--- config.mk ---
export PLATFORM = sky130hd
export DESIGN_NAME = iotrans_ctl
export DESIGN_NICKNAME = d
export VERILOG_FILES = /design/src/rtl/iotrans_pkg.sv /design/src/rtl/iotrans_mode_fsm.sv /design/src/rtl/iotrans_fault_log.sv /design/src/rtl/iotrans_cfg_regs.sv /design/src/rtl/iotrans_ctl.sv
export SDC_FILE = /design/constraint.sdc
export NUM_CORES = 1
export LEC_CHECK = 0
export BUFFER_PORTS_ARGS = -buffer_cell sky130_fd_sc_hd__buf_4
export CORE_ASPECT_RATIO = 0.75
export CORE_UTILIZATION = 56
export DETAILED_ROUTE_END_ITERATION = 12
export PLACE_DENSITY = 0.8
export SYNTH_ARGS = -nofsm -noshare
export SYNTH_HDL_FRONTEND = slang
export SYNTH_HIERARCHICAL = 1
export SYNTH_SLANG_ARGS = --single-unit
--- constraint.sdc ---
create_clock -name clk -period 2.6 [get_ports clk]
set_input_delay 0.13 -clock clk [delete_from_list [all_inputs] [get_ports clk]]
set_output_delay 0.13 -clock clk [all_outputs]
set_load 0.005 [all_outputs]
--- src/rtl/iotrans_pkg.sv ---
package iotrans_pkg;

    typedef enum logic [1:0] {
        MODE_OFF  = 2'd0,
        MODE_RUN  = 2'd1,
        MODE_HOLD = 2'd2
    } mode_e;

    localparam int NUM_FAULT = 8;
    localparam int NUM_AGRP  = 4;
    localparam int IDX_W     = $clog2(NUM_FAULT);

    localparam logic [7:0] CODE_OFF  = 8'h00;
    localparam logic [7:0] CODE_RUN  = 8'h05;
    localparam logic [7:0] CODE_HOLD = 8'h07;

    localparam int CFG_SMALL_BIT = 5;

    // word indices of the register map
    localparam logic [3:0] RI_CTRL  = 4'd0;
    localparam logic [3:0] RI_CFG   = 4'd1;
    localparam logic [3:0] RI_TBASE = 4'd2;
    localparam logic [3:0] RI_FLUSH = 4'd3;
    localparam logic [3:0] RI_STAT  = 4'd4;
    localparam logic [3:0] RI_CLR   = 4'd5;
    localparam logic [3:0] RI_APGF  = 4'd6;
    localparam logic [3:0] RI_ARD   = 4'd7;
    localparam logic [3:0] RI_AWR   = 4'd8;
    localparam logic [3:0] RI_ABUS  = 4'd9;
    localparam logic [3:0] RI_MASK  = 4'd10;
    localparam logic [3:0] RI_TOP   = 4'd11;

    // address capture groups
    localparam int AG_PAGE  = 0;
    localparam int AG_READ  = 1;
    localparam int AG_WRITE = 2;
    localparam int AG_BUS   = 3;

    function automatic logic [NUM_FAULT-1:0] grp_mask(input int g);
        case (g)
            AG_PAGE:  grp_mask = 8'b0000_0001;
            AG_READ:  grp_mask = 8'b0011_0010;
            AG_WRITE: grp_mask = 8'b1100_0100;
            default:  grp_mask = 8'b0000_1000;
        endcase
    endfunction

endpackage

--- src/rtl/iotrans_mode_fsm.sv ---
module iotrans_mode_fsm
    import iotrans_pkg::*;
#(
    parameter int DW = 32
) (
    input  logic          clk,
    input  logic          rst_n,
    input  logic          ctrl_we,
    input  logic [DW-1:0] ctrl_code,
    input  logic          flt_any,
    output mode_e         mode,
    output logic          xlat_en,
    output logic          xlat_stall,
    output logic [DW-1:0] ctrl_rd
);

    mode_e state_q, state_d;

    // state register
    always_ff @(posedge clk) begin
        if (!rst_n) state_q <= MODE_OFF;
        else        state_q <= state_d;
    end

    // transitions
    always_comb begin
        state_d = state_q;
        if (flt_any) begin
            state_d = MODE_HOLD;
        end else if (ctrl_we) begin
            if (ctrl_code == DW'(CODE_RUN))       state_d = MODE_RUN;
            else if (ctrl_code == DW'(CODE_HOLD)) state_d = MODE_HOLD;
            else if (ctrl_code == DW'(CODE_OFF))  state_d = MODE_OFF;
        end
    end

    // outputs
    always_comb begin
        xlat_en    = 1'b0;
        xlat_stall = 1'b0;
        ctrl_rd    = '0;
        unique case (state_q)
            MODE_OFF: begin
                ctrl_rd = DW'(CODE_OFF);
            end
            MODE_RUN: begin
                xlat_en = 1'b1;
                ctrl_rd = DW'(CODE_RUN);
            end
            MODE_HOLD: begin
                xlat_en    = 1'b1;
                xlat_stall = 1'b1;
                ctrl_rd    = DW'(CODE_HOLD);
            end
            default: ;
        endcase
    end

    assign mode = state_q;

    // a fault always lands the unit in held
    a_r3_fault_holds: assert property (@(posedge clk) disable iff (!rst_n)
        flt_any |=> state_q == MODE_HOLD);

    // held is left only through a control write
    a_r8_hold_sticky: assert property (@(posedge clk) disable iff (!rst_n)
        (state_q == MODE_HOLD && !ctrl_we) |=> state_q == MODE_HOLD);

    // an unknown code leaves the mode alone
    a_r2_bad_code: assert property (@(posedge clk) disable iff (!rst_n)
        (ctrl_we && !flt_any && ctrl_code != DW'(CODE_RUN) &&
         ctrl_code != DW'(CODE_HOLD) && ctrl_code != DW'(CODE_OFF))
        |=> state_q == $past(state_q));

endmodule

--- src/rtl/iotrans_fault_log.sv ---
module iotrans_fault_log
    import iotrans_pkg::*;
#(
    parameter int DW = 32,
    parameter int NF = NUM_FAULT,
    parameter int NG = NUM_AGRP
) (
    input  logic                   clk,
    input  logic                   rst_n,
    input  logic [NF-1:0]          flt_vld,
    input  logic [DW-1:0]          flt_addr,
    input  logic                   clr_we,
    input  logic                   mask_we,
    input  logic [DW-1:0]          wdata,
    output logic [NF-1:0]          status,
    output logic [NF-1:0]          mask,
    output logic [NG-1:0][DW-1:0]  addr_q,
    output logic                   top_vld,
    output logic [IDX_W-1:0]       top_idx,
    output logic                   irq
);

    logic [NF-1:0] clr_bits;
    logic [NF-1:0] status_d;

    assign clr_bits = clr_we ? wdata[NF-1:0] : '0;
    // a fault on a bit wins over its clear
    assign status_d = (status & ~clr_bits) | flt_vld;

    always_ff @(posedge clk) begin
        if (!rst_n) status <= '0;
        else        status <= status_d;
    end

    always_ff @(posedge clk) begin
        if (!rst_n)       mask <= '1;
        else if (mask_we) mask <= wdata[NF-1:0];
    end

    // one address register per fault group
    for (genvar g = 0; g < NG; g++) begin : g_cap
        logic hit;
        assign hit = |(flt_vld & grp_mask(g));
        always_ff @(posedge clk) begin
            if (!rst_n)   addr_q[g] <= '0;
            else if (hit) addr_q[g] <= flt_addr;
        end
    end

    // lowest set index has priority
    always_comb begin
        top_idx = '0;
        for (int i = NF - 1; i >= 0; i--) begin
            if (status[i]) top_idx = IDX_W'(i);
        end
    end
    assign top_vld = |status;

    assign irq = |(status & mask);

    // without a clear no status bit drops
    a_r6_sticky: assert property (@(posedge clk) disable iff (!rst_n)
        !clr_we |=> (status & $past(status)) == $past(status));

    // a fault bit is set afterwards even under a clear
    a_r6_fault_over_clear: assert property (@(posedge clk) disable iff (!rst_n)
        (|flt_vld) |=> (status & $past(flt_vld)) == $past(flt_vld));

    // page fault address lands in its own register
    a_r5_page_capture: assert property (@(posedge clk) disable iff (!rst_n)
        flt_vld[0] |=> addr_q[AG_PAGE] == $past(flt_addr));

    // the reported index is a set bit
    a_r12_top_set: assert property (@(posedge clk) disable iff (!rst_n)
        top_vld |-> status[top_idx]);

endmodule

--- src/rtl/iotrans_cfg_regs.sv ---
module iotrans_cfg_regs
    import iotrans_pkg::*;
#(
    parameter int DW = 32
) (
    input  logic          clk,
    input  logic          rst_n,
    input  logic          cfg_we,
    input  logic          tbase_we,
    input  logic          flush_we,
    input  logic [DW-1:0] wdata,
    output logic          small_l1,
    output logic [DW-1:0] tbase,
    output logic          tlb_inv
);

    logic inv_req;
    assign inv_req = tbase_we || (flush_we && wdata[0]);

    always_ff @(posedge clk) begin
        if (!rst_n) begin
            small_l1 <= 1'b0;
            tbase    <= '0;
            tlb_inv  <= 1'b0;
        end else begin
            if (cfg_we)   small_l1 <= wdata[CFG_SMALL_BIT];
            if (tbase_we) tbase    <= wdata;
            tlb_inv <= inv_req;
        end
    end

    // every pulse has a cause one cycle earlier
    a_r9_inv_cause: assert property (@(posedge clk) disable iff (!rst_n)
        tlb_inv |-> $past(tbase_we || (flush_we && wdata[0])));

    // a flush with bit 0 low alone gives no pulse
    a_r9_flush_zero: assert property (@(posedge clk) disable iff (!rst_n)
        (flush_we && !wdata[0] && !tbase_we) |=> !tlb_inv);

endmodule

--- src/rtl/iotrans_ctl.sv ---
module iotrans_ctl
    import iotrans_pkg::*;
#(
    parameter int DW  = 32,
    parameter int RAW = 6
) (
    input  logic                 clk,
    input  logic                 rst_n,
    input  logic                 reg_we,
    input  logic [RAW-1:0]       reg_addr,
    input  logic [DW-1:0]        reg_wdata,
    output logic [DW-1:0]        reg_rdata,
    input  logic [NUM_FAULT-1:0] fault_vld,
    input  logic [DW-1:0]        fault_addr,
    output logic                 xlat_en,
    output logic                 xlat_stall,
    output logic                 irq,
    output logic                 tlb_inv,
    output logic                 small_l1,
    output logic [DW-1:0]        tbase
);

    localparam int IW = RAW - 2;

    logic [IW-1:0] widx;
    assign widx = reg_addr[RAW-1:2];

    function automatic logic hit(input logic [IW-1:0] a, input logic [3:0] r);
        hit = (a == IW'(r));
    endfunction

    mode_e                          mode;
    logic [DW-1:0]                  ctrl_rd;
    logic [NUM_FAULT-1:0]           flt_g;
    logic [NUM_FAULT-1:0]           status, mask;
    logic [NUM_AGRP-1:0][DW-1:0]    addr_q;
    logic                           top_vld;
    logic [IDX_W-1:0]               top_idx;

    // faults count only while translation is on
    assign flt_g = (mode != MODE_OFF) ? fault_vld : '0;

    iotrans_mode_fsm #(.DW(DW)) u_fsm (
        .clk        (clk),
        .rst_n      (rst_n),
        .ctrl_we    (reg_we && hit(widx, RI_CTRL)),
        .ctrl_code  (reg_wdata),
        .flt_any    (|flt_g),
        .mode       (mode),
        .xlat_en    (xlat_en),
        .xlat_stall (xlat_stall),
        .ctrl_rd    (ctrl_rd)
    );

    iotrans_fault_log #(.DW(DW)) u_flog (
        .clk      (clk),
        .rst_n    (rst_n),
        .flt_vld  (flt_g),
        .flt_addr (fault_addr),
        .clr_we   (reg_we && hit(widx, RI_CLR)),
        .mask_we  (reg_we && hit(widx, RI_MASK)),
        .wdata    (reg_wdata),
        .status   (status),
        .mask     (mask),
        .addr_q   (addr_q),
        .top_vld  (top_vld),
        .top_idx  (top_idx),
        .irq      (irq)
    );

    iotrans_cfg_regs #(.DW(DW)) u_cfg (
        .clk      (clk),
        .rst_n    (rst_n),
        .cfg_we   (reg_we && hit(widx, RI_CFG)),
        .tbase_we (reg_we && hit(widx, RI_TBASE)),
        .flush_we (reg_we && hit(widx, RI_FLUSH)),
        .wdata    (reg_wdata),
        .small_l1 (small_l1),
        .tbase    (tbase),
        .tlb_inv  (tlb_inv)
    );

    always_comb begin
        reg_rdata = '0;
        if      (hit(widx, RI_CTRL))  reg_rdata = ctrl_rd;
        else if (hit(widx, RI_CFG))   reg_rdata[CFG_SMALL_BIT] = small_l1;
        else if (hit(widx, RI_TBASE)) reg_rdata = tbase;
        else if (hit(widx, RI_STAT))  reg_rdata[NUM_FAULT-1:0] = status;
        else if (hit(widx, RI_APGF))  reg_rdata = addr_q[AG_PAGE];
        else if (hit(widx, RI_ARD))   reg_rdata = addr_q[AG_READ];
        else if (hit(widx, RI_AWR))   reg_rdata = addr_q[AG_WRITE];
        else if (hit(widx, RI_ABUS))  reg_rdata = addr_q[AG_BUS];
        else if (hit(widx, RI_MASK))  reg_rdata[NUM_FAULT-1:0] = mask;
        else if (hit(widx, RI_TOP))   reg_rdata[IDX_W:0] = {top_vld, top_idx};
    end

    // while off and unwritten, status holds
    a_r4_off_quiet: assert property (@(posedge clk) disable iff (!rst_n)
        (mode == MODE_OFF && !reg_we) |=> status == $past(status));

    // interrupt implies some unmasked pending class
    a_r7_irq_source: assert property (@(posedge clk) disable iff (!rst_n)
        irq |-> (|status));

endmodule

==> flow_metrics.py <==
metrics = {
    "detailed_routing": {
        "dr.pass1.iters": 6,
        "drt_iter0_drc": 894,
        "drtAntennaViolNets": 0,
        "avgViaCountPerCell": 5.91,
        "wl_um": 23800,
        "wl_per_cell_um": 18.2,
        "vias": 7757,
        "drc": 0,
    },
    "timing": {
        "hold_slack_ns": 0.0101,
        "drv_slew": 0,
        "worst_pin_slew_ns": 0.779,
        "finalCriticalPeriod_ns": 2.44,
        "fmax_ghz": 0.410,
        "tns_ns": 0,
        "slew_headroom_pct": 47.9,
        "finalHoldViolations": 0,
        "fin_skew_ns": 0.00804,
        "fin_crit_sh_pct": 93.9,
        "rsz0062_at_grt": "no",
        "fin_ws_ns": 0.159,
        "setup_viol": 0,
    },
    "global_routing": {
        "busiest_layer": "met2",
        "overflow": 0,
        "use_met1_pct": 42.9,
        "track_usage_pct": 29.8,
        "grt_pass1_vias": 6943,
        "gr-usage-met2_pct": 45.4,
        "use_met3_pct": 5.85,
        "grt_max_degree": 69,
        "antenna_found_initial": 0,
        "grt_pass1_wl_um": 37300,
    },
    "logic_synthesis": {
        "ys.flop_type": "dfxtp_1",
        "avgSynthCellArea_um2": 9.25,
        "synth.distinct_cells": 49,
        "synth_area_mm2": 0.00867,
        "synth_top_area_share_pct": 41.6,
        "synth-edff-count": 0,
        "ys_top_cells_by_count": "dfxtp_1, nor2b_1, mux2i_1",
        "seq_area_frac_synth_pct": 41.6,
        "ys_async_sr_fraction_pct": 0,
        "yosysWarnings": 6,
        "syn-instance-count": 938,
        "synth_most_common_cell": "dfxtp_1",
        "yosys_register_bits": 180,
        "synth_area_leaders": "dfxtp_1, mux2i_1, nor2b_1, a222oi_1, nand3_1",
        "synth_top_area_cell": "dfxtp_1",
    },
    "worst_setup_path": {
        "cp.arrival_ns": 2.31,
        "r2r_end": "u_flog/addr_q[32]",
        "criticalPathCategory": "reg2out",
        "critPathLaunch": "u_flog/status[6]",
        "rr_startpoint": "u_fsm/mode[1]",
        "reg2reg_depth": 6,
        "endpoint": "reg_rdata[3]",
        "r2r_slack_ns": 0.56,
        "cp-end-kind": "output port",
        "crit_fanout": 6,
        "crit_path_start_kind": "flop",
        "critPathRequiredTime_ns": 2.47,
    },
    "status": {
        "status": "completed",
    },
    "placed_design": {
        "pre_cts_slack_ns": 0.367,
        "dpl_cell_area_mm2": 0.00970,
        "dp.final_hpwl_um": 15400,
        "place.gp.congestion": 0.907,
        "io_buffers": 147,
    },
    "die": {
        "fp.dieW_um": 146,
        "ios": 150,
        "num_rows": 38,
        "dieArea_mm2": 0.0160,
        "core_mm2": 0.0148,
        "start_util_pct": 58.6,
        "dieHeight_um": 110,
    },
    "cts": {
        "htreeDepth": 4,
        "clock-sinks": 180,
        "cts-buffers-inserted": 17,
        "clockRootBuffer": "clkbuf_16",
        "cts_resized": 0,
        "cts.reportedPaths.clkPinSlew_ns": 0.07,
        "insertion_delay_ns": 0.42,
        "cts_tree": "done",
        "clock_path_buffers": 2,
    },
    "cells_and_area": {
        "diodes": 0,
        "drive_above_1_share_pct": 19.8,
        "synthToLayoutAreaGrowth_pct": 24.0,
        "design.final.nets": 1182,
        "stdcell_area_mm2": 0.0108,
        "fin_util_pct": 72.7,
    },
    "power_and_ir_drop": {
        "peakVddDrop_v": 0.000537,
        "power_leakage_uw": 0.00404,
        "powerDensity_mw_per_mm2": 611,
    },
    "job": {
        "maxCapViolations": 0,
    },
    "min_path": {
        "hp-class": "in2reg",
    },
}
==> metal layers <==
| metal | part of all wire [%] | vias up | routed length (um) |
|---|---|---|---|
| met2 | 44 | 370 | 10500 |
| met4 | 1.2 | 0 | 275 |
| met1 | 46 | 3700 | 11100 |
| met3 | 8.6 | 32 | 2050 |
| met5 | 0 | - | 0 |
| li1 | - | 3655 | - |
==> metrics by stage <==
stage               total power [uW]  cells
floorplan                       3850    966
CTS                             6580   1313
finish                          6570   1313
global placement                4160   1229
detailed placement              4180   1229
global route                    6830   1313
==> layout by cell type (no fill, tap or decap), drive strengths merged, types with 2 or more instances in the layout <==
cell type	n
or2	3
a22oi	29
o41ai	2
buf	173
inv	8
clkinvlp	3
mux2i	112
nor2b	121
nor3	15
nor4	11
dlygate4sd3	52
a311o	2
conb	29
a32oi	4
nand2	81
a211oi	2
a31oi	2
a21oi	22
mux4	2
a2bb2oi	3
nand3b	5
clkbuf	20
dfxtp	180
o21ai	81
clkinv	5
nand4	4
nand4b	2
nand3	70
nand2b	8
a222oi	38
nor2	14
==> cells by family after synthesis <==
family,share of synthesized area [%]
simple gates,21.3
flops,41.6
compound gates,14.8
buf+inv,8.76
fa+ha+maj,0.144
mux,13.4
other cells,0.0432
==> registers in the layout, indices dropped and copies added (netlist names) <==
register / count
u_flog/addr_q: 128
u_cfg/tbase: 32
u_flog/mask: 8
u_flog/status: 8
u_fsm/mode: 2
u_cfg/small_l1: 1
u_cfg/tlb_inv: 1
==> where the power goes <==
group / internal, uW / switching, uW
registers: 2960 / 128
clock network: 1240 / 1110
logic: 511 / 609
total: 4720 / 1850
==> what timing repair did <==
| action | 4_1_cts | 5_1_grt |
|---|---|---|
| setup buffers | 0 | 0 |
| endpoints found under the setup margin | 0 | 0 |
| hold buffers | 52 | 0 |
| endpoints found under the hold margin | 80 | 0 |
==> worst max-delay path, cell delays in order (launching register included) <==
cell and delay, ns:
dfxtp_1 0.39, nor4_1 0.41, nand2_1 0.14, mux4_2 0.48, a32oi_1 0.16, o21ai_0 0.13, buf_4 0.18
==> how the worst min path moves through the flow <==
stage | slack, ns | cells after the start | endpoint | start
after floorplan | 0.24 | 2 | u_fsm/mode[1] | rst_n
final | 0.01 | 3 | u_flog/addr_q[98] | fault_addr[2]
after detailed placement | 0.39 | 3 | u_flog/mask[6] | reg_wdata[6]
after global placement | 0.38 | 3 | u_flog/mask[4] | reg_wdata[4]
after global routing | 0.01 | 3 | u_flog/addr_q[59] | fault_addr[27]
after CTS | 0.0002 | 3 | u_flog/addr_q[62] | fault_addr[30]
==> final cells by class <==
| type | instances | area [um^2] |
|---|---|---|
| clock buffer | 20 | 437 |
| clock inverter | 12 | 100 |
| fill | 1091 | 4030 |
| inverter | 4 | 15.0 |
| multi-input combinational | 672 | 4450 |
| sequential | 180 | 3600 |
| tap | 200 | 250 |
| timing repair buffer | 225 | 1890 |
Note: power is estimated with default switching activity, not from simulation.
